## src/rtl/ratio_loader_pkg.sv

```systemverilog
package ratio_loader_pkg;

  // Destination picked by the newest shifted bit
  typedef enum logic {
    TGT_FB  = 1'b0,
    TGT_REF = 1'b1
  } target_e;

  localparam int RATIO_W_DEF = 14;
  localparam int SYNC_DEF    = 2;
  localparam int N_TARGETS   = 2;

endpackage

```

## src/rtl/sync_bank.sv

```systemverilog
module sync_bank #(
  parameter int WIDTH  = 3,
  parameter int STAGES = 2
) (
  input  logic             clk,
  input  logic             rst_n,
  input  logic [WIDTH-1:0] async_in,
  output logic [WIDTH-1:0] sync_out
);

  logic [STAGES-1:0][WIDTH-1:0] chain;

  generate
    for (genvar s = 0; s < STAGES; s++) begin : g_stage
      if (s == 0) begin : g_first
        always_ff @(posedge clk or negedge rst_n) begin
          if (!rst_n) chain[0] <= '0;
          else        chain[0] <= async_in;
        end
      end else begin : g_next
        always_ff @(posedge clk or negedge rst_n) begin
          if (!rst_n) chain[s] <= '0;
          else        chain[s] <= chain[s-1];
        end
      end
    end
  endgenerate

  assign sync_out = chain[STAGES-1];

endmodule

```

## src/rtl/serial_shifter.sv

```systemverilog
module serial_shifter #(
  parameter int RATIO_W = 14
) (
  input  logic               clk,
  input  logic               rst_n,
  input  logic               sclk_s,
  input  logic               din_s,
  output logic               shift_evt,
  output logic [RATIO_W:0]   sreg,
  output logic [RATIO_W-1:0] field,
  output logic               ctrl_bit
);

  localparam int SR_W = RATIO_W + 1;

  // Data field sits above the steering bit; the oldest bit lands in the MSB
  function automatic logic [RATIO_W-1:0] take_field(input logic [SR_W-1:0] w);
    return w[SR_W-1:1];
  endfunction

  function automatic logic take_ctrl(input logic [SR_W-1:0] w);
    return w[0];
  endfunction

  function automatic logic [SR_W-1:0] push_bit(input logic [SR_W-1:0] w, input logic b);
    return {w[SR_W-2:0], b};
  endfunction

  logic sclk_prev;

  always_ff @(posedge clk or negedge rst_n) begin
    if (!rst_n) sclk_prev <= 1'b0;
    else        sclk_prev <= sclk_s;
  end

  assign shift_evt = sclk_s & ~sclk_prev;

  always_ff @(posedge clk or negedge rst_n) begin
    if (!rst_n)         sreg <= '0;
    else if (shift_evt) sreg <= push_bit(sreg, din_s);
  end

  assign field    = take_field(sreg);
  assign ctrl_bit = take_ctrl(sreg);

endmodule

```

## src/rtl/ratio_latch.sv

```systemverilog
module ratio_latch #(
  parameter int W = 14
) (
  input  logic         clk,
  input  logic         rst_n,
  input  logic         wr_en,
  input  logic [W-1:0] wr_data,
  output logic [W-1:0] q
);

  always_ff @(posedge clk or negedge rst_n) begin
    if (!rst_n)     q <= '0;
    else if (wr_en) q <= wr_data;
  end

endmodule

```

## src/rtl/ratio_loader.sv

```systemverilog
module ratio_loader
  import ratio_loader_pkg::*;
#(
  parameter int RATIO_W     = RATIO_W_DEF,
  parameter int SYNC_STAGES = SYNC_DEF
) (
  input  logic               clk,
  input  logic               rst_n,
  input  logic               ser_clk,
  input  logic               ser_din,
  input  logic               commit,
  output logic [RATIO_W-1:0] ref_ratio,
  output logic [RATIO_W-1:0] fb_ratio
);

  localparam int N_IN = 3;

  logic [N_IN-1:0]                   raw_in;
  logic [N_IN-1:0]                   syn_in;
  logic                              sclk_s;
  logic                              din_sync;
  logic                              commit_lvl;
  logic                              shift_evt;
  logic [RATIO_W:0]                  sreg;
  logic [RATIO_W-1:0]                field;
  logic                              ctrl_bit;
  logic [N_TARGETS-1:0][RATIO_W-1:0] lat_q;
  logic [N_TARGETS-1:0]              lat_wr;

  assign raw_in = {commit, ser_din, ser_clk};

  sync_bank #(.WIDTH(N_IN), .STAGES(SYNC_STAGES)) u_sync (
    .clk      (clk),
    .rst_n    (rst_n),
    .async_in (raw_in),
    .sync_out (syn_in)
  );

  assign sclk_s     = syn_in[0];
  assign din_sync   = syn_in[1];
  assign commit_lvl = syn_in[2];

  serial_shifter #(.RATIO_W(RATIO_W)) u_shift (
    .clk       (clk),
    .rst_n     (rst_n),
    .sclk_s    (sclk_s),
    .din_s     (din_sync),
    .shift_evt (shift_evt),
    .sreg      (sreg),
    .field     (field),
    .ctrl_bit  (ctrl_bit)
  );

  // Index 0 drives the reference ratio, index 1 the feedback ratio
  generate
    for (genvar i = 0; i < N_TARGETS; i++) begin : g_lat
      localparam target_e MY_TGT = (i == 0) ? TGT_REF : TGT_FB;
      assign lat_wr[i] = commit_lvl && (target_e'(ctrl_bit) == MY_TGT);
      ratio_latch #(.W(RATIO_W)) u_lat (
        .clk     (clk),
        .rst_n   (rst_n),
        .wr_en   (lat_wr[i]),
        .wr_data (field),
        .q       (lat_q[i])
      );
    end
  endgenerate

  assign ref_ratio = lat_q[0];
  assign fb_ratio  = lat_q[1];

endmodule

```

## config.mk

```make
export PLATFORM = sky130hd
export DESIGN_NAME = ratio_loader
export DESIGN_NICKNAME = d
export VERILOG_FILES = /design/src/rtl/ratio_loader_pkg.sv /design/src/rtl/sync_bank.sv /design/src/rtl/serial_shifter.sv /design/src/rtl/ratio_latch.sv /design/src/rtl/ratio_loader.sv
export SDC_FILE = /design/constraint.sdc
export NUM_CORES = 1
export LEC_CHECK = 0
export ABC_AREA = 0
export BUFFER_PORTS_ARGS = -buffer_cell sky130_fd_sc_hd__buf_2
export CORE_MARGIN = 3
export CORE_UTILIZATION = 38
export CTS_BUF_LIST = sky130_fd_sc_hd__clkbuf_16
export CTS_CLUSTER_DIAMETER = 40
export DETAILED_ROUTE_END_ITERATION = 8
export PLACE_DENSITY = 0.58
export SYNTH_ARGS = -nofsm -noshare
export SYNTH_HDL_FRONTEND = slang
export SYNTH_SLANG_ARGS = --single-unit
```

## constraint.sdc

```tcl
create_clock -name clk -period 1.53 [get_ports clk]
set_input_delay 0.0765 -clock clk [delete_from_list [all_inputs] [get_ports clk]]
set_output_delay 0.0765 -clock clk [all_outputs]
set_load 0.03 [all_outputs]
```

==> run metrics <==
status=complete, no violations; crit end category=flop; CTS tree=yes; commonest non-fill, non-tap cell in the layout=dfrtp_1; largest net degree at the start of global routing=25; die width=76.5 µm; area grow syn2layout=20.6%; # clock sinks=50; max_slew headroom=0.684; grt ovf=0; All-Layer GR Usage=0.108; detailed-route via count=912; Synth cell types=7; Critical Path Fanout Max=14; post-synthesis sequential area ratio=0.662; Synthesis Warnings=0; drt first pass iters=3; Routed met3 length=166 µm; clock skew=0.00763 ns; antenna cells=0; Max-cap violations=0; Post-DP Area=2100 µm²; Worst EP required=1.70 ns; initial antenna violation count=0; GPL Wtd Cong=0.659; vias per cell=4.38; initial DRC count=31; maximum vdd ir drop=0.000980 V; Core Rows=25; dpl hpwl=1.95 mm; final-report hold violation count=0; metal1 wirelength=1.38 mm; crit path time final=1.30 ns; Post-CTS Setup Repair Bufs=0; antenna-violating nets left=0; layout cells sized above 1=0.617; Seq cells post-synth=50; vias in the first global route=999; Synth Instances=100; Core ar.=4750 µm²; fin area=2280 µm²; type of origin of the critical path=flop; CP Cell Sequence=nand2_2, mux2_2; Root Buffer=clkbuf_16; CP Class=flop to flop; met2 routed WL=1.27 mm; Syn Nets=105; clock buffer depth=2; RSZ-0062 raised after global routing=no; top layer reached by signal wires=met4; Power Total=0.00508 W; Pleak=1.15 nW; Die Footprint=5850 µm²; Final Setup Violations=0; I/O Buffers=32; Synth Area per Inst=18.9 µm²; slowest stage delay, CP=0.41 ns; CTS buffer count=5; CP max stage cell=dfrtp_1; Die H=76.5 µm; power per cell area=2230 nW/µm²; f_max=769 MHz; Synth Cell Area=1890 µm²; actual slew at the worst max-slew pin=0.472 ns; Hold Path Class=primary input to asynchronous set/reset pin; Tcrit/Tclk final=0.850; Nets=146; clk_lat worst skew=0.29 ns; max-slew violations=0; DR DRC count=0; filler instances=440; first-pass GRT wire length=4.95 mm; most frequent cells in the layout=dfrtp_1, buf_2, mux2_2, mux2_4, clkbuf_16; # IOs=33; final WL=2.86 mm; clock slew seen by the registers of the worst setup and hold paths=0.06 ns; initial core utilization=0.397; crit path DAT=1.47 ns; Setup TNS=0 ns; htree depth=2; wire per inst=13.8 µm
==> sequential cells by signal, indices dropped and copies added, names as in the netlist <==
register / cells
u_sync.chain: 3
g_lat.u_lat.q: 28
u_shift.sreg: 15
u_sync.sync_out: 3
u_shift.sclk_prev: 1
==> cell type report <==
type	instances	area, µm²	share of cell area
Clock inverter	2	10.0	0.00439
Clock buffer	5	125	0.0549
Multi-Input combinational cell	46	593	0.260
Sequential cell	50	1250	0.549
Timing Repair Buffer	38	215	0.0945
Tap cell	67	83.8	0.0368
==> cell usage after synthesis, drive strengths merged <==
master,count,area [µm²]
dfrtp,50,1250
mux2,43,559
buf,4,45.0
nand2,1,6.26
nand2b,1,13.8
nor2b,1,13.8
==> report_power, final <==
part | switching, W | internal (W)
registers | 0.000340 | 0.00185
clock network | 0.000438 | 0.000590
logic | 0.00104 | 0.000825
==> cells by family (layout without fill, tap and decap cells) <==
kind of cell	Yosys count	after routing	synth area share
DFF	50	50	0.662
and+or+nand+nor	3	3	0.0179
buffers and inverters	4	45	0.0238
muxes	43	43	0.296
==> worst max-delay path, delay by kind of cell (launching register included) <==
kind	cells	cell delay, ns
flops	1	0.41
mux	1	0.39
simple gates	1	0.38
==> per-stage QoR <==
stage                     setup WS, ns  hold WS [ns]  std cells   util
after detailed placement         0.224       -0.0133        197  0.442
final                            0.230         0.218        208  0.479
after global routing             0.174         0.242        208  0.479
after global placement           0.234       -0.0193        197  0.442
after CTS                        0.214         0.229        208  0.479
after floorplan                  0.364        -0.219        100      -
==> what timing repair did <==
item,in CTS,in global routing
setup endpoints to repair,0,0
resized for setup,0,0
hold endpoints to repair,16,0
hold buffers,4,0
==> per-layer routing <==
metal,track usage,vias up
met4,0.0489,0
li1,-,428
met3,0.0366,5
met1,0.145,453
met2,0.160,26
met5,0,-
==> path summary, 6_finish.rpt <==
kind	slack, ns	start	cells past startpoint	end
setup / recovery	0.23	u_shift.sreg[0]	2	g_lat[0].u_lat.q[2]
hold / removal	0.22	rst_n	2	g_lat[1].u_lat.q[5]
setup reg to reg	0.23	u_shift.sreg[0]	2	g_lat[0].u_lat.q[2]
hold reg to reg	0.35	u_sync.chain[2]	0	u_sync.sync_out[2]
max in group asynchronous	0.70	rst_n	3	u_shift.sclk_prev
min in group clk	0.35	u_sync.chain[2]	0	u_sync.sync_out[2]
No activity file was read; power rests on OpenSTA's default activity.
